--- src/rtl/flashseq_pkg.sv ---
package flashseq_pkg;

    typedef enum logic [2:0] {
        PH_IDLE   = 3'd0,
        PH_OPCODE = 3'd1,
        PH_ADDR   = 3'd2,
        PH_DUMMY  = 3'd3,
        PH_DATA   = 3'd4,
        PH_FINISH = 3'd5
    } phase_e;

    typedef struct packed {
        logic [2:0] cs_num;
        logic [2:0] addr_len;
        logic [3:0] dummy_len;
        logic       keep;
        logic [2:0] data_len;
        logic       dir_wr;
        logic [7:0] opcode;
    } cmd_t;

    localparam int unsigned PEND_BIT   = 22;
    localparam int unsigned ERR_BIT    = 29;
    localparam logic [2:0]  MAX_ALEN   = 3'd3;
    localparam logic [2:0]  MAX_DLEN   = 3'd4;

    // Field positions of the command word; lengths beyond their maxima are clamped.
    function automatic cmd_t unpack_cmd(input logic [31:0] w);
        cmd_t c;
        c.opcode    = w[7:0];
        c.dir_wr    = w[8];
        c.data_len  = (w[11:9] > MAX_DLEN) ? MAX_DLEN : w[11:9];
        c.keep      = w[15];
        c.dummy_len = w[19:16];
        c.addr_len  = (w[22:20] > MAX_ALEN) ? MAX_ALEN : w[22:20];
        c.cs_num    = w[26:24];
        return c;
    endfunction

endpackage

--- src/rtl/spi_byte_shifter.sv ---
module spi_byte_shifter #(
    parameter int TW = 4
) (
    input  logic          clk_i,
    input  logic          rst_ni,
    input  logic          start_i,
    input  logic [7:0]    tx_i,
    input  logic [TW-1:0] per_i,
    input  logic [TW-1:0] rise_i,
    input  logic [TW-1:0] fall_i,
    input  logic          miso_i,
    output logic          done_o,
    output logic [7:0]    rx_o,
    output logic          sck_o,
    output logic          mosi_o
);
    typedef enum logic {EN_IDLE, EN_SHIFT} eng_e;

    eng_e          st_q, st_d;
    logic [TW-1:0] tick_q;
    logic [2:0]    bit_q;
    logic [7:0]    tx_q;
    logic [7:0]    rx_q;
    logic          last_tick;
    logic          rise_hit;
    logic [7:0]    rx_next;

    assign last_tick = (tick_q == per_i);
    assign rise_hit  = (tick_q == rise_i);
    assign rx_next   = rise_hit ? {rx_q[6:0], miso_i} : rx_q;

    // state register
    always_ff @(posedge clk_i or negedge rst_ni) begin
        if (!rst_ni) st_q <= EN_IDLE;
        else         st_q <= st_d;
    end

    always_comb begin
        st_d = st_q;
        unique case (st_q)
            EN_IDLE:  if (start_i) st_d = EN_SHIFT;
            EN_SHIFT: if (last_tick && bit_q == 3'd7) st_d = EN_IDLE;
            default:  st_d = EN_IDLE;
        endcase
    end

    // bit-cell counters and shift registers
    always_ff @(posedge clk_i or negedge rst_ni) begin
        if (!rst_ni) begin
            tick_q <= '0;
            bit_q  <= '0;
            tx_q   <= 8'hFF;
            rx_q   <= '0;
            rx_o   <= '0;
            done_o <= 1'b0;
        end else begin
            done_o <= 1'b0;
            unique case (st_q)
                EN_IDLE: begin
                    if (start_i) begin
                        tx_q   <= tx_i;
                        tick_q <= '0;
                        bit_q  <= '0;
                        rx_q   <= '0;
                    end
                end
                EN_SHIFT: begin
                    rx_q <= rx_next;
                    if (last_tick) begin
                        tick_q <= '0;
                        bit_q  <= bit_q + 3'd1;
                        tx_q   <= {tx_q[6:0], 1'b1};
                        if (bit_q == 3'd7) begin
                            done_o <= 1'b1;
                            rx_o   <= rx_next;
                        end
                    end else begin
                        tick_q <= tick_q + 1'b1;
                    end
                end
                default: ;
            endcase
        end
    end

    // serial outputs: mode 3, clock low only between fall and rise positions
    always_comb begin
        sck_o  = 1'b1;
        mosi_o = 1'b1;
        if (st_q == EN_SHIFT) begin
            mosi_o = tx_q[7];
            if (tick_q >= fall_i && tick_q < rise_i) sck_o = 1'b0;
        end
    end

endmodule

--- src/rtl/seq_phase_ctrl.sv ---
module seq_phase_ctrl
    import flashseq_pkg::*;
(
    input  logic        clk_i,
    input  logic        rst_ni,
    input  logic        go_i,
    input  cmd_t        cmd_i,
    input  logic [31:0] addr_i,
    input  logic [31:0] wdata_i,
    input  logic        byte_done_i,
    input  logic [7:0]  rx_byte_i,
    output logic        byte_start_o,
    output logic [7:0]  tx_byte_o,
    output logic        pending_o,
    output logic        cs_active_o,
    output logic [2:0]  cs_sel_o,
    output logic        rd_load_o,
    output logic [31:0] rd_word_o
);
    phase_e      phase_q, phase_d;
    cmd_t        cmd_q;
    logic [31:0] addr_q;
    logic [31:0] wdata_q;
    logic [31:0] rd_q;
    logic [3:0]  cnt_q;
    logic        inflight_q;
    logic        cs_active_q;
    logic [2:0]  cs_sel_q;
    logic [3:0]  phase_len;
    logic        last_byte;
    logic        byte_phase;
    logic [2:0]  a_sel;

    // first phase at or after 'from' that carries bytes
    function automatic phase_e first_from(input phase_e from, input cmd_t c);
        if (from <= PH_ADDR  && c.addr_len  != 3'd0) return PH_ADDR;
        if (from <= PH_DUMMY && c.dummy_len != 4'd0) return PH_DUMMY;
        if (from <= PH_DATA  && c.data_len  != 3'd0) return PH_DATA;
        return PH_FINISH;
    endfunction

    always_comb begin
        unique case (phase_q)
            PH_OPCODE: phase_len = 4'd1;
            PH_ADDR:   phase_len = {1'b0, cmd_q.addr_len};
            PH_DUMMY:  phase_len = cmd_q.dummy_len;
            PH_DATA:   phase_len = {1'b0, cmd_q.data_len};
            default:   phase_len = 4'd1;
        endcase
    end

    assign last_byte  = (cnt_q == phase_len - 4'd1);
    assign byte_phase = (phase_q == PH_OPCODE) || (phase_q == PH_ADDR) ||
                        (phase_q == PH_DUMMY)  || (phase_q == PH_DATA);

    // state register
    always_ff @(posedge clk_i or negedge rst_ni) begin
        if (!rst_ni) phase_q <= PH_IDLE;
        else         phase_q <= phase_d;
    end

    // next-state logic
    always_comb begin
        phase_d = phase_q;
        unique case (phase_q)
            PH_IDLE: begin
                if (go_i) phase_d = cs_active_q ? first_from(PH_ADDR, cmd_i) : PH_OPCODE;
            end
            PH_OPCODE, PH_ADDR, PH_DUMMY, PH_DATA: begin
                if (byte_done_i && last_byte) phase_d = first_from(phase_e'(phase_q + 3'd1), cmd_q);
            end
            PH_FINISH: phase_d = PH_IDLE;
            default:   phase_d = PH_IDLE;
        endcase
    end

    // datapath registers
    always_ff @(posedge clk_i or negedge rst_ni) begin
        if (!rst_ni) begin
            cmd_q       <= '0;
            addr_q      <= '0;
            wdata_q     <= '0;
            rd_q        <= '0;
            cnt_q       <= '0;
            inflight_q  <= 1'b0;
            cs_active_q <= 1'b0;
            cs_sel_q    <= '0;
        end else begin
            unique case (phase_q)
                PH_IDLE: begin
                    if (go_i) begin
                        cmd_q      <= cmd_i;
                        addr_q     <= addr_i;
                        wdata_q    <= wdata_i;
                        rd_q       <= '0;
                        cnt_q      <= '0;
                        inflight_q <= 1'b0;
                        if (!cs_active_q) begin
                            cs_active_q <= 1'b1;
                            cs_sel_q    <= cmd_i.cs_num;
                        end
                    end
                end
                PH_OPCODE, PH_ADDR, PH_DUMMY, PH_DATA: begin
                    if (!inflight_q) begin
                        inflight_q <= 1'b1;
                    end else if (byte_done_i) begin
                        inflight_q <= 1'b0;
                        if (phase_q == PH_DATA && !cmd_q.dir_wr)
                            rd_q[{cnt_q[1:0], 3'b000} +: 8] <= rx_byte_i;
                        cnt_q <= last_byte ? 4'd0 : cnt_q + 4'd1;
                    end
                end
                PH_FINISH: cs_active_q <= cmd_q.keep;
                default: ;
            endcase
        end
    end

    // outputs
    assign a_sel = cmd_q.addr_len - 3'd1 - cnt_q[2:0];

    always_comb begin
        byte_start_o = byte_phase && !inflight_q;
        tx_byte_o    = 8'h00;
        unique case (phase_q)
            PH_OPCODE: tx_byte_o = cmd_q.opcode;
            PH_ADDR:   tx_byte_o = addr_q[{a_sel[1:0], 3'b000} +: 8];
            PH_DUMMY:  tx_byte_o = 8'h00;
            PH_DATA:   tx_byte_o = cmd_q.dir_wr ? wdata_q[{cnt_q[1:0], 3'b000} +: 8] : 8'hFF;
            default:   tx_byte_o = 8'h00;
        endcase
        pending_o   = (phase_q != PH_IDLE);
        cs_active_o = cs_active_q;
        cs_sel_o    = cs_sel_q;
        rd_load_o   = (phase_q == PH_FINISH) && !cmd_q.dir_wr && (cmd_q.data_len != 3'd0);
        rd_word_o   = rd_q;
    end

endmodule

--- src/rtl/spi_cmd_sequencer.sv ---
module spi_cmd_sequencer
    import flashseq_pkg::*;
#(
    parameter int         CS_COUNT = 4,
    parameter int         RA_W     = 3,
    parameter int         TW       = 4,
    parameter logic [3:0] DEF_PER  = 4'd7,
    parameter logic [3:0] DEF_RISE = 4'd5,
    parameter logic [3:0] DEF_FALL = 4'd2
) (
    input  logic                clk_i,
    input  logic                rst_ni,
    input  logic                bus_we_i,
    input  logic [RA_W-1:0]     bus_addr_i,
    input  logic [31:0]         bus_wdata_i,
    output logic [31:0]         bus_rdata_o,
    output logic                sck_o,
    output logic                mosi_o,
    input  logic                miso_o,
    output logic [CS_COUNT-1:0] cs_n_o
);
    localparam logic [RA_W-1:0] REG_CMD  = RA_W'(0);
    localparam logic [RA_W-1:0] REG_ADDR = RA_W'(1);
    localparam logic [RA_W-1:0] REG_DATA = RA_W'(2);
    localparam logic [RA_W-1:0] REG_STAT = RA_W'(3);
    localparam logic [RA_W-1:0] REG_TIME = RA_W'(4);

    logic [31:0]   cmd_word_q;
    logic [31:0]   addr_q;
    logic [31:0]   data_q;
    logic          err_q;
    logic [TW-1:0] per_q, rise_q, fall_q;

    logic          cmd_wr;
    logic          go_w;
    logic          pending_w;
    logic          cs_active_w;
    logic [2:0]    cs_sel_w;
    logic          rd_load_w;
    logic [31:0]   rd_word_w;
    logic          byte_start_w;
    logic [7:0]    tx_byte_w;
    logic          byte_done_w;
    logic [7:0]    rx_byte_w;

    assign cmd_wr = bus_we_i && (bus_addr_i == REG_CMD);
    assign go_w   = cmd_wr && !pending_w;

    always_ff @(posedge clk_i or negedge rst_ni) begin
        if (!rst_ni) begin
            cmd_word_q <= '0;
            addr_q     <= '0;
            data_q     <= '0;
            err_q      <= 1'b0;
            per_q      <= TW'(DEF_PER);
            rise_q     <= TW'(DEF_RISE);
            fall_q     <= TW'(DEF_FALL);
        end else begin
            if (go_w) cmd_word_q <= bus_wdata_i;
            if (cmd_wr && pending_w) err_q <= 1'b1;
            if (bus_we_i) begin
                unique case (bus_addr_i)
                    REG_ADDR: addr_q <= bus_wdata_i;
                    REG_DATA: data_q <= bus_wdata_i;
                    REG_STAT: if (bus_wdata_i[ERR_BIT]) err_q <= 1'b0;
                    REG_TIME: begin
                        per_q  <= bus_wdata_i[TW-1:0];
                        rise_q <= bus_wdata_i[8 +: TW];
                        fall_q <= bus_wdata_i[12 +: TW];
                    end
                    default: ;
                endcase
            end
            if (rd_load_w) data_q <= rd_word_w;
        end
    end

    always_comb begin
        bus_rdata_o = '0;
        unique case (bus_addr_i)
            REG_CMD:  bus_rdata_o = cmd_word_q;
            REG_ADDR: bus_rdata_o = addr_q;
            REG_DATA: bus_rdata_o = data_q;
            REG_STAT: begin
                bus_rdata_o[PEND_BIT] = pending_w;
                bus_rdata_o[ERR_BIT]  = err_q;
            end
            REG_TIME: begin
                bus_rdata_o[TW-1:0]  = per_q;
                bus_rdata_o[8 +: TW] = rise_q;
                bus_rdata_o[12 +: TW] = fall_q;
            end
            default: bus_rdata_o = '0;
        endcase
    end

    seq_phase_ctrl u_ctrl (
        .clk_i        (clk_i),
        .rst_ni       (rst_ni),
        .go_i         (go_w),
        .cmd_i        (unpack_cmd(bus_wdata_i)),
        .addr_i       (addr_q),
        .wdata_i      (data_q),
        .byte_done_i  (byte_done_w),
        .rx_byte_i    (rx_byte_w),
        .byte_start_o (byte_start_w),
        .tx_byte_o    (tx_byte_w),
        .pending_o    (pending_w),
        .cs_active_o  (cs_active_w),
        .cs_sel_o     (cs_sel_w),
        .rd_load_o    (rd_load_w),
        .rd_word_o    (rd_word_w)
    );

    spi_byte_shifter #(.TW(TW)) u_shift (
        .clk_i   (clk_i),
        .rst_ni  (rst_ni),
        .start_i (byte_start_w),
        .tx_i    (tx_byte_w),
        .per_i   (per_q),
        .rise_i  (rise_q),
        .fall_i  (fall_q),
        .miso_i  (miso_o),
        .done_o  (byte_done_w),
        .rx_o    (rx_byte_w),
        .sck_o   (sck_o),
        .mosi_o  (mosi_o)
    );

    for (genvar g = 0; g < CS_COUNT; g++) begin : g_cs
        assign cs_n_o[g] = !(cs_active_w && (cs_sel_w == 3'(g)));
    end

endmodule

--- config.mk ---
export PLATFORM = sky130hd
export DESIGN_NAME = spi_cmd_sequencer
export DESIGN_NICKNAME = d
export VERILOG_FILES = /design/src/rtl/flashseq_pkg.sv /design/src/rtl/spi_byte_shifter.sv /design/src/rtl/seq_phase_ctrl.sv /design/src/rtl/spi_cmd_sequencer.sv
export SDC_FILE = /design/constraint.sdc
export NUM_CORES = 1
export LEC_CHECK = 0
export BUFFER_PORTS_ARGS = -buffer_cell sky130_fd_sc_hd__clkbuf_2
export CORE_MARGIN = 2
export CORE_UTILIZATION = 55
export CTS_CLUSTER_SIZE = 10
export DETAILED_ROUTE_END_ITERATION = 10
export PLACE_DENSITY = 0.79
export SYNTH_ARGS = -nofsm -noshare
export SYNTH_HDL_FRONTEND = slang
export SYNTH_SLANG_ARGS = --single-unit
--- constraint.sdc ---
create_clock -name clk_i -period 3.3 [get_ports clk_i]
set_input_delay 0.495 -clock clk_i [delete_from_list [all_inputs] [get_ports clk_i]]
set_output_delay 0.495 -clock clk_i [all_outputs]
set_load 0.01 [all_outputs]
* Word-level counts from Yosys, hierarchy flattened
Index checks and enable logic that the tools add are counted.
** Operators by class
- Equal/unequal tests :: 23
- Reduce and logical (&&, ||, !) cells :: 54
- Add/subtract/negate cells :: 8
- Mux-type cells :: 98
- Bitwise logic cells :: 2
- Shifts and indexed selects :: 4
- Magnitude comparators :: 7
** Operators with widths (number)
- 2-to-1 mux 32 bit :: 7
- one-hot mux 32 bit (2 select lines) :: 1
- indexed part select 32 x 6 -> 8 bit :: 2
- 2-to-1 mux 3 bit :: 19
- 2-to-1 mux 1 bit :: 40
- 2-to-1 mux 8 bit :: 5
- one-hot mux 6 bit (3 select lines) :: 2
- bitwise mux 32 bit :: 1
- one-hot mux 8 bit (2 select lines) :: 2
- one-hot mux 8 bit (4 select lines) :: 1
- variable shift 8 x 7 -> 32 bit, first input constant :: 1
- indexed part select 8 x 7 -> 32 bit :: 1
- 2-to-1 mux 4 bit :: 6
- one-hot mux 4 bit (3 select lines) :: 2
- one-hot mux 8 bit (3 select lines) :: 1
- equality test 3 x 2 -> 1 bit, second input constant :: 6
- logical AND 1 bit :: 17
- one-hot mux 4 bit (2 select lines) :: 2
- one-hot mux 4 bit (4 select lines) :: 1
- AND reduction 2 bit :: 8
- nonzero test 3 bit :: 5
- equality test 3 bit, second input constant :: 4
- equality test 4 bit :: 3
- one-hot mux 3 bit (2 select lines) :: 2
- 28 further kinds :: 57
** Storage, ports and cells
- Logic and storage cells :: 224
- Bits in registers :: 270
- Output and inout bits :: 38
- Bits of input ports :: 39

* Longest topological paths before layout
Gate-level depths: netlist (run 1).
- Depth in word-level cells :: 19
- Depth in mapped cells :: 14

* By module
A second synthesis (run 1) with hierarchy kept.
** Second synthesis, totals
- Cells, all modules :: 1086
- Area total of the unflattened synthesis :: 13304.0 um^2
** Modules (own cells, without submodules)
- seq_phase_ctrl :: seq. area each 3203.1 um^2, times used 1, cells an instance 459, area an instance 6094.6 um^2
- spi_cmd_sequencer :: seq. area each 2735.1 um^2, times used 1, cells an instance 468, area an instance 5470.2 um^2
- spi_byte_shifter :: seq. area each 835.8 um^2, times used 1, cells an instance 159, area an instance 1739.2 um^2

* Least setup slack after synthesis (run 1)
Ideal clock, no wire load.
- Path type :: register to register
- Start :: register u_ctrl.phase_q[0]
- End :: register u_ctrl.phase_q[1]
- Arrival :: 2.753 ns
- Cell stages (with the launch flop) :: 15
- Path slack :: 0.422 ns
- Required time :: 3.175 ns
- Period minus slack after synthesis :: 2.878 ns
- Setup time :: 0.125 ns
- Buffers on the path :: 1
- Path through :: dfrtp_1 -> inv_1 -> ha_1 -> nor2b_1 -> buf_2 -> a21oi_1 -> a21o_1 -> ha_1 -> xnor2_1 -> nor2b_1 -> mux2i_1 -> a211oi_2 -> a21oi_4 -> nor2_4 -> mux2_4
** Between the ends
- Cells in the longest elaborated chain, start to end :: 13
- Elaborated cells between the ends (all ways) :: 42
- Classes of those cells :: add/sub (2); order compare (3); eq/ne (7); mux (20); reduce/logical (10)
** RTL lines
- start, declared :: RTL line seq_phase_ctrl.sv:20 : phase_e phase_q, phase_d;
- start signal, assigned :: RTL line seq_phase_ctrl.sv:59 : else phase_q <= phase_d;
- adder 3 x 1 -> 3 bit :: RTL line seq_phase_ctrl.sv:70 : if (byte_done_i && last_byte) phase_d = first_from(phase_e'(phase_q + 3'd1), cmd_q);
- <= comparator 3 bit :: RTL line seq_phase_ctrl.sv:38 : if (from <= PH_DATA && c.data_len != 3'd0) return PH_DATA;
- logical AND 1 bit :: RTL line seq_phase_ctrl.sv:38
- 2-to-1 mux 1 bit (2 in a row) :: RTL line seq_phase_ctrl.sv:38
- 2-to-1 mux 1 bit :: RTL line seq_phase_ctrl.sv:37 : if (from <= PH_DUMMY && c.dummy_len != 4'd0) return PH_DUMMY;
- 2-to-1 mux 1 bit :: RTL line seq_phase_ctrl.sv:70
- 2-to-1 mux 1 bit :: RTL line seq_phase_ctrl.sv:65 : unique case (phase_q)
- 2-to-1 mux 3 bit :: RTL line seq_phase_ctrl.sv:39 : return PH_FINISH;
- 2-to-1 mux 3 bit :: RTL line seq_phase_ctrl.sv:38
- 2-to-1 mux 3 bit :: RTL line seq_phase_ctrl.sv:37
- 2-to-1 mux 3 bit :: RTL line seq_phase_ctrl.sv:70
- one-hot mux 3 bit (2 select lines) :: RTL line seq_phase_ctrl.sv:65
Several ways; a longest one is shown, not always the timed one. The select of a mux whose other input is x is not followed.
A chain may end at the register's enable or synchronous reset.

* Worst setup path after layout (run 1)
Same ends and word-level chain as after synthesis.

==> flow_summary.yaml, run 1 <==
run_status:
  outcome: "completed"
timing:
  slew_headroom_pct: 33.1
  whs_ns: 0.156
  slew_violations: 0
  period_share_pct: 92.6
  setup_tns_ns: 0
  hold_viol_final: 0
  period_needed_ns: 3.05
  finalSetupViolCount: 0
  tightest_slew_ns: 0.996
  finalWorstSetupSlack_ns: 0.245
  rsz0062_at_grt: "no"
  fmax_ghz: 0.327
  clock_skew_ns: 0.0132
pwr:
  seq_power_share_pct: 43.3
  powerDensity_mw_per_mm2: 650
  p_leak_nw: 6.87
  peakVddDrop_uv: 431
  power_frac_clock_pct: 34.5
  comb_power_share_pct: 22.2
  switching_share_pct: 32.0
  p_sw_mw: 2.95
  power.internal_mw: 6.25
die:
  start_util_pct: 56.5
  core_sq_mm: 0.0220
  die_h_microns: 154
  die-area_sq_mm: 0.0238
  io_pins: 77
  dieWidth_microns: 154
  rows: 54
critical_path:
  cp_max_fo: 6
  critPathMaxStageDelay_ns: 0.43
  cp.arrival_ns: 3.51
  crit_type: "flop to flop"
  cp_cell_sequence: "ha_1 > ha_1 > a221o_1 > nor2_1 > ha_1 > xnor2_1 > nor2b_1 > mux2i_1 > a211oi_2 > a21oi_4 > nor2_4 > mux2_4"
  cp_common_cell: "ha_1"
  crit_path_start_kind: "flop"
  cpMaxStageDelayCell: "dfrtp_1"
  setup.worst_path.end_class: "flop"
  cp.required_ns: 3.75
  r2r_slack_ns: 0.25
clocking:
  cts_tree: "yes"
  cts_resized: 0
  insertion_delay_ns: 0.57
  clkSlewWorstSetupHoldPaths_ns: 0.06
  cts_root_buf: "clkbuf_16"
  cts_made_buffers: 31
  cts.htree.levels: 1
  clock_sinks: 256
  cts_setup_buffers: 0
  clock_path_buffers: 3
routing:
  ant_nets: 0
  vias_per_cell: 6.08
  vias: 10000
  first_pass_iters: 5
  wl_per_cell_microns: 22.1
  drt_iter0_drc: 997
  drc_errors: 0
  wirelength_microns: 36600
logic_synthesis:
  syn-mean-instance-area_sq_um: 9.75
  syn_area_sq_mm: 0.0124
  synth_top_cells_by_count: "nand2_1 (359), dfrtp_1 (242), nor2_1 (104)"
  synth-seq-area-share_pct: 51.8
  synth.area.top_cells: "dfrtp_1 (49%), nand2_1 (11%), mux2i_1 (5.8%)"
  synth-edff-count: 0
  yosysWarningCount: 0
  synth_most_common_cell: "nand2_1"
  synth.largest_area_cell: "dfrtp_1"
  synthCells: 1272
  synth_nets: 1336
  synthFlopType: "dfrtp_1"
  netlist.area_leader.share_pct: 48.8
  async_flop_share_pct: 100
  ys_ff_latch: 256
  synth.distinct_cells: 56
run:
  cap_viol_max_count: 0
layout:
  drive_above_1_share_pct: 18.1
  final_util_pct: 64.4
  n_antenna_cell: 0
  nets: 1412
  stdcell_count: 1653
  area_delta_synth_final_pct: 14.1
grt:
  antenna_found_initial: 0
  grt_pass1_vias: 9985
  grt-ovfl-total: 0
  grt_pass1_wl_microns: 57500
  grt_usage_pct: 31.4
  grt_max_degree: 90
placed_design:
  globalplace.congestion: 0.929
  hpwl_microns: 25000
  port-buffer-count: 76
  pre_cts_ws_ns: 0.208
  dp.cells: 1594
min_path:
  hold_path_class: "primary input to flop"
==> kinds of logic after synthesis <==
group	Yosys count	share of synthesized area, %
AND/OR/NAND/NOR	524	17.2
flip-flops	256	51.8
AO/OA/AOI/OAI	224	10.9
multiplexers	142	13.8
buffers and inverters	92	3.04
adder cells (fa/ha/maj)	25	2.52
XOR/XNOR	9	0.636
==> state kept, by name (all words and copies together) (netlist names), 8 cells and up <==
name,cells
addr_q,32
u_ctrl.addr_q,32
u_ctrl.rd_word_o,32
u_shift.tx_q,8
u_shift.rx_q,8
data_q,32
u_shift.rx_o,8
u_ctrl.wdata_q,32
u_ctrl.cmd_q,17
cmd_word_q,21
==> cell type report <==
class	instances	area [sq um]
Multi-Input combinational cell	924	5640
Timing Repair Buffer	114	716
Sequential cell	256	6420
Fill cell	1667	7810
Clock inverter	4	38.8
Tap cell	280	350
Clock buffer	54	902
Inverter	21	78.8
==> cells in the final DEF (no fill, tap or decap), types with 3 or more instances in the layout <==
master and count:
nor2_1 103, dfrtp_1 242, and3_1 3, clkbuf_8 4, nand3_1 5, inv_1 21
clkbuf_2 75, clkbuf_1 19, nand2b_1 7, clkbuf_16 31, a221o_1 8, nor2b_1 9
and4_1 3, nor3_1 7, o21ai_1 4, mux2_2 51, dfstp_2 14, buf_12 3
o21ai_0 67, nand2_1 358, and2_1 6, xnor2_1 7, or3_1 5, o22ai_1 3
mux2i_1 72, nand4_1 4, a21oi_1 94, a22o_1 25, a21o_1 5, buf_4 34
mux4_2 18, ha_1 25
==> metrics by stage <==
stage	area, sq um	power, mW
after CTS	14100	9.21
after global routing	14100	9.62
after floorplan	12400	5.28
after detailed placement	13200	6.03
final	14100	9.20
after global placement	13200	5.95
==> worst max-delay path, delay by kind of cell, from the launching register on <==
| kind | cells | cell delay (ns) |
|---|---|---|
| simple gates | 3 | 0.39 |
| mux | 2 | 0.40 |
| fa+ha+maj | 3 | 0.80 |
| compound gates | 3 | 0.79 |
| xor+xnor | 1 | 0.14 |
| flops | 1 | 0.43 |
==> routing by layer <==
metal | share of wire [%] | routed length [microns] | GRT usage (%)
met1 | 40 | 14600 | 42.4
met5 | 0 | 0 | 0
met2 | 46 | 16800 | 49.6
met3 | 9.1 | 3320 | 6.79
met4 | 5.0 | 1830 | 13.5
==> power groups by stage <==
stage / logic (mW) / registers [mW] / clock network, mW
2_1_floorplan: 1.40 / 3.87 / 0
3_3_place_gp: 1.94 / 4.00 / 0
3_5_place_dp: 2.01 / 4.02 / 0
4_1_cts: 2.04 / 3.97 / 3.20
5_1_grt: 2.26 / 4.03 / 3.33
6_report: 2.04 / 3.98 / 3.17
==> worst paths after layout <==
| kind | end | startpoint | cells after the start |
|---|---|---|---|
| max in group asynchronous | rise_q[2]$_DFFE_PN1P_ | rst_ni | 3 |
| min in group asynchronous | cmd_word_q[27]$_DFFE_PN0P_ | rst_ni | 2 |
| max | u_ctrl.phase_q[1]$_DFFE_PN0P_ | u_ctrl.phase_q[0]$_DFFE_PN0P_ | 12 |
| max reg2reg | u_ctrl.phase_q[1]$_DFFE_PN0P_ | u_ctrl.phase_q[0]$_DFFE_PN0P_ | 12 |
| min reg2reg | u_shift.tx_q[0]$_DFFE_PN1P_ | u_shift.tx_q[0]$_DFFE_PN1P_ | 2 |
| min | u_ctrl.cmd_q[7]$_DFFE_PN0P_ | bus_wdata_i[7] | 3 |
==> timing repair <==
action | 4_1_cts | 5_1_grt
setup endpoints to repair | 0 | 1
endpoints found under the hold margin | 65 | 0
hold buffers | 1 | 0
No activity file was read; power rests on OpenSTA's default activity.
==> run 2, diff against run 1 <==
- CORE_MARGIN: 2 -> not set
- clock period: 3.3 -> 3.7 ns (I/O delays scaled with it)
==> run 2 against run 1 <==
- the flow now finishes with violations (design-rule violations)
- sequential share of layout area increased by 0.32 points
- setup slack better by 0.21 ns
- first-iteration DRC count grew 17%
- critical endpoint unchanged
- highest routed layer unchanged
==> flow_summary.yaml, run 2 (synthesis results as in run 1) <==
run_status:
  outcome: "finished with violations"
  violations: "design-rule violations"
placed_design:
  hpwl_microns: 24600
  pre_cts_ws_ns: 0.459
  port-buffer-count: 76
  globalplace.congestion: 0.932
pwr:
  powerDensity_mw_per_mm2: 575
  p_leak_nw: 6.80
  peakVddDrop_uv: 396
die:
  io_pins: 77
  die-area_sq_mm: 0.0231
  start_util_pct: 56.5
  core_sq_mm: 0.0220
  rows: 54
  die_h_microns: 152
  dieWidth_microns: 152
layout:
  nFillCells: 1711
  drive_above_1_share_pct: 17.4
  layout_commonest_cell: "nand2_1"
  nets: 1403
  area_delta_synth_final_pct: 13.3
  final_cell_mix: "nand2_1 (358), dfrtp_1 (242), nor2_1 (103)"
critical_path:
  r2r_end: "u_ctrl.phase_q[1]$_DFFE_PN0P_"
  cp.arrival_ns: 3.69
  cp_max_fo: 9
  rr_startpoint: "u_ctrl.phase_q[0]$_DFFE_PN0P_"
  cpMaxStageDelayCell: "dfrtp_1"
  cp_common_cell: "ha_1"
  critPathMaxStageDelay_ns: 0.43
  r2r_slack_ns: 0.45
  crit_path_start_kind: "flop"
  cp_cell_sequence: "inv_1 > ha_1 > and2_1 > nand2_1 > a21o_1 > ha_1 > xnor2_1 > nor2b_1 > mux2i_1 > a211oi_2 > a21oi_4 > nor2_4 > mux2_4"
  crit_type: "flop to flop"
  ff2ff_path_depth: 13
  cp.required_ns: 4.14
  setup.worst_path.end_class: "flop"
clocking:
  cts_tree: "yes"
  clock_path_buffers: 3
  insertion_delay_ns: 0.56
  clkSlewWorstSetupHoldPaths_ns: 0.06
  cts-hold-fix-buffers: 1
  cts_resized: 0
  cts_made_buffers: 30
  clock_sinks: 256
  cts_setup_buffers: 0
  cts_root_buf: "clkbuf_16"
  cts.htree.levels: 1
run:
  cap_viol_max_count: 0
grt:
  grt_max_degree: 86
  grt_pass1_wl_microns: 57800
  grt_pass1_vias: 10100
  grt_usage_pct: 32.2
  grt-ovfl-total: 0
  antenna_found_initial: 1
timing:
  slew_violations: 0
  hold_viol_final: 0
  setup_tns_ns: 0
  finalSetupViolCount: 0
  period_share_pct: 87.7
  fmax_ghz: 0.308
  slew_headroom_pct: 16.9
  tightest_slew_ns: 1.24
  period_needed_ns: 3.25
  whs_ns: 0.223
  clock_skew_ns: 0.0179
  rsz0062_at_grt: "no"
  finalWorstSetupSlack_ns: 0.454
min_path:
  whs_endpoint: "u_ctrl.cmd_q[7]$_DFFE_PN0P_"
  hold_start: "bus_wdata_i[7]"
  hold_path_class: "primary input to flop"
  hold_depth: 3
routing:
  first_pass_iters: 11
  vias_per_cell: 6.20
  wl_per_cell_microns: 22.3
  drt_iter0_drc: 1162
  wirelength_microns: 36600
  vias: 10200
  ant_nets: 0
  drc_errors: 2
run 2: worst max path at each step:
stage / from / end / slack, ns / cells after the start
finish: u_ctrl.phase_q[0]$_DFFE_PN0P_ / u_ctrl.phase_q[1]$_DFFE_PN0P_ / 0.45 / 13
global route: u_ctrl.phase_q[0]$_DFFE_PN0P_ / u_ctrl.phase_q[1]$_DFFE_PN0P_ / 0.17 / 13
CTS: u_ctrl.phase_q[0]$_DFFE_PN0P_ / u_ctrl.phase_q[1]$_DFFE_PN0P_ / 0.45 / 13
detailed placement: u_ctrl.phase_q[0]$_DFFE_PN0P_ / u_ctrl.phase_q[1]$_DFFE_PN0P_ / 0.46 / 13
global placement: u_ctrl.phase_q[0]$_DFFE_PN0P_ / u_ctrl.phase_q[1]$_DFFE_PN0P_ / 0.58 / 13
floorplan: u_ctrl.phase_q[0]$_DFFE_PN0P_ / u_ctrl.phase_q[1]$_DFFE_PN0P_ / 0.82 / 14
run 2: layer usage:
layer / GRT usage [%] / vias to the layer above / share of wire [%]
met5: 0 / - / 0
met4: 15.5 / 0 / 5.5
met3: 5.18 / 143 / 8.8
met2: 49.9 / 569 / 46
met1: 44.7 / 5014 / 40
li1: - / 4472 / -
run 2: cell type report:
cell class / count / area, sq um / share of cell area, %
Clock buffer: 53 / 857 / 6.10
Clock inverter: 3 / 28.8 / 0.205
Timing Repair Buffer: 106 / 668 / 4.76
Tap cell: 280 / 350 / 2.49
Sequential cell: 256 / 6420 / 45.7
Antenna cell: 1 / 2.50 / 0.0178
Multi-Input combinational cell: 924 / 5640 / 40.1
Inverter: 21 / 78.8 / 0.561
run 2: power by group:
group	switching, mW	leakage [nW]	internal (mW)	total (mW)
logic	1.04	3.07	0.731	1.77
clock network	1.15	0.420	1.55	2.70
registers	0.423	3.31	3.18	3.61
run 2: through the flow:
step / area, sq um / util (%) / power [mW] / instances
2_1_floorplan: 12400 / - / 4.71 / 1272
4_1_cts: 14000 / 64.0 / 8.05 / 1643
3_5_place_dp: 13100 / 59.9 / 5.36 / 1586
3_3_place_gp: 13100 / 59.9 / 5.27 / 1586
5_1_grt: 14000 / 64.0 / 8.42 / 1644
6_report: 14000 / 64.0 / 8.07 / 1644
run 2: critical path: cells and delay by family, from the launching register on:
family | cells | cell delay, ns
muxes | 2 | 0.40
and+or+nand+nor | 4 | 0.84
buffers and inverters | 1 | 0.12
xor gates and xnor gates | 1 | 0.14
AOI/OAI and AO/OA | 3 | 0.65
adders and majority gates | 2 | 0.56
DFF | 1 | 0.43
==> run 3, diff against run 2 <==
- RECOVER_POWER: not set -> 25
==> run 3 against run 2 <==
- the flow finishes with violations (design-rule violations, max-capacitance violations, max-slew violations)
- register-to-register slack about the same
- fmax about the same
- cell count unchanged
- clock power about the same
- critical endpoint unchanged
- highest routed layer unchanged
==> flow_summary.yaml, run 3 (synthesis results as in run 1) <==
clocking:
  cts_root_buf: "clkbuf_16"
  cts_made_buffers: 30
  cts.htree.levels: 1
  insertion_delay_ns: 0.56
  clock_sinks: 256
  clkSlewWorstSetupHoldPaths_ns: 0.06
  cts_setup_buffers: 0
  cts_tree: "yes"
  clock_path_buffers: 3
critical_path:
  crit_type: "flop to flop"
  ff2ff_path_depth: 13
  startpoint: "u_ctrl.phase_q[0]$_DFFE_PN0P_"
  setup.worst_path.end_class: "flop"
  rr_startpoint: "u_ctrl.phase_q[0]$_DFFE_PN0P_"
  r2r_slack_ns: 0.45
  crit_path_start_kind: "flop"
  cp.required_ns: 4.14
  cp.arrival_ns: 3.69
  cp_max_fo: 9
  r2r_end: "u_ctrl.phase_q[1]$_DFFE_PN0P_"
timing:
  hold_viol_final: 0
  tightest_slew_ns: 1.88
  period_share_pct: 87.7
  setup_tns_ns: 0
  slew_violations: 73
  finalSetupViolCount: 0
  fmax_ghz: 0.308
  slew_headroom_pct: -25.0
  clock_skew_ns: 0.0162
  period_needed_ns: 3.25
  rsz0062_at_grt: "no"
routing:
  ant_nets: 0
  first_pass_iters: 9
  drc_errors: 2
  drt_iter0_drc: 1164
  wl_per_cell_microns: 22.3
  wirelength_microns: 36600
  vias: 10300
  vias_per_cell: 6.24
grt:
  grt_usage_pct: 32.2
  grt-ovfl-total: 0
  grt_pass1_wl_microns: 57800
  grt_max_degree: 86
  antenna_found_initial: 1
  grt_pass1_vias: 10100
die:
  io_pins: 77
  rows: 54
  core_sq_mm: 0.0220
  die-area_sq_mm: 0.0231
  dieWidth_microns: 152
  start_util_pct: 56.5
  die_h_microns: 152
run:
  cap_viol_max_count: 1
pwr:
  peakVddDrop_uv: 394
  powerDensity_mw_per_mm2: 575
  seq_power_share_pct: 44.7
  power_frac_clock_pct: 33.5
  switching_share_pct: 32.3
  comb_power_share_pct: 21.8
  power.internal_mw: 5.46
  p_sw_mw: 2.60
  p_leak_nw: 6.79
min_path:
  hold_depth: 3
  hold_start: "bus_wdata_i[7]"
  hold_path_class: "primary input to flop"
  whs_endpoint: "u_ctrl.cmd_q[7]$_DFFE_PN0P_"
layout:
  stdcell_area_sq_mm: 0.0140
  area_delta_synth_final_pct: 13.1
  layout_commonest_cell: "nand2_1"
  final_cell_mix: "nand2_1 (358), dfrtp_1 (242), nor2_1 (103)"
  drive_above_1_share_pct: 17.4
  nFillCells: 1714
  nets: 1403
placed_design:
  hpwl_microns: 24600
  dpl_cell_area_sq_mm: 0.0131
  port-buffer-count: 76
  globalplace.congestion: 0.932
run_status:
  violations: "design-rule violations, max-capacitance violations, max-slew violations"
  outcome: "finished with violations"
[run 3: how the worst max path moves through the flow]
stage	to	cells after the start	slack (ns)
2_1_floorplan	u_ctrl.phase_q[1]$_DFFE_PN0P_	14	0.82
3_3_place_gp	u_ctrl.phase_q[1]$_DFFE_PN0P_	13	0.58
3_5_place_dp	u_ctrl.phase_q[1]$_DFFE_PN0P_	13	0.46
4_1_cts	u_ctrl.phase_q[1]$_DFFE_PN0P_	13	0.45
5_1_grt	u_ctrl.phase_q[1]$_DFFE_PN0P_	13	0.17
6_report	u_ctrl.phase_q[1]$_DFFE_PN0P_	13	0.45
[run 3: cell type report]
type | instances | area (sq um) | share of cell area [%]
repair buffers | 106 | 646 | 4.60
inverters | 21 | 78.8 | 0.562
multi-input cells | 924 | 5640 | 40.2
clock buffers | 53 | 857 | 6.11
flip-flops and latches | 256 | 6420 | 45.8
diodes | 1 | 2.50 | 0.0178
well taps | 280 | 350 | 2.50
clock inverters | 3 | 28.8 | 0.205
[run 3: metal layers]
| layer | global-route usage (%) | share of wire, % | routed length, microns | vias up |
|---|---|---|---|---|
| li1 | - | - | - | 4470 |
| met5 | 0 | 0 | 0 | - |
| met1 | 44.7 | 40 | 14600 | 5037 |
| met4 | 15.5 | 5.5 | 2000 | 0 |
| met3 | 5.18 | 9.0 | 3310 | 145 |
| met2 | 49.9 | 46 | 16700 | 611 |
[run 3: critical path, cell delays in order (launching register included)]
cell and delay, ns:
dfrtp_1 0.43, inv_1 0.12, ha_1 0.28, and2_1 0.43, nand2_1 0.11, a21o_1 0.17
ha_1 0.28, xnor2_1 0.14, nor2b_1 0.13, mux2i_1 0.09, a211oi_2 0.34, a21oi_4 0.14
nor2_4 0.16, mux2_4 0.31
[run 3: power by group through the flow]
stage               combinational (mW)  sequential (mW)  clock [mW]
CTS                               1.75             3.59        2.71
global route                      1.95             3.64        2.83
global placement                  1.66             3.61           0
detailed placement                1.73             3.63           0
finish                            1.76             3.61        2.70
floorplan                         1.25             3.46           0
[run 3: per-stage QoR]
step / hold slack (ns) / cells / utilization [%] / power [mW] / setup slack (ns)
finish: 0.223 / 1644 / 63.9 / 8.07 / 0.453
global route: 0.227 / 1644 / 63.9 / 8.42 / 0.173
CTS: 0.217 / 1643 / 64.0 / 8.05 / 0.453
detailed placement: 0.460 / 1586 / 59.9 / 5.36 / 0.459
global placement: 0.449 / 1586 / 59.9 / 5.27 / 0.575
floorplan: 0.259 / 1272 / - / 4.71 / 0.822
[run 3: timing repair]
item / 4_1_cts / 5_1_grt
endpoints found under the hold margin: 20 / 0
hold buffers: 1 / 0
resized for setup: 0 / 0
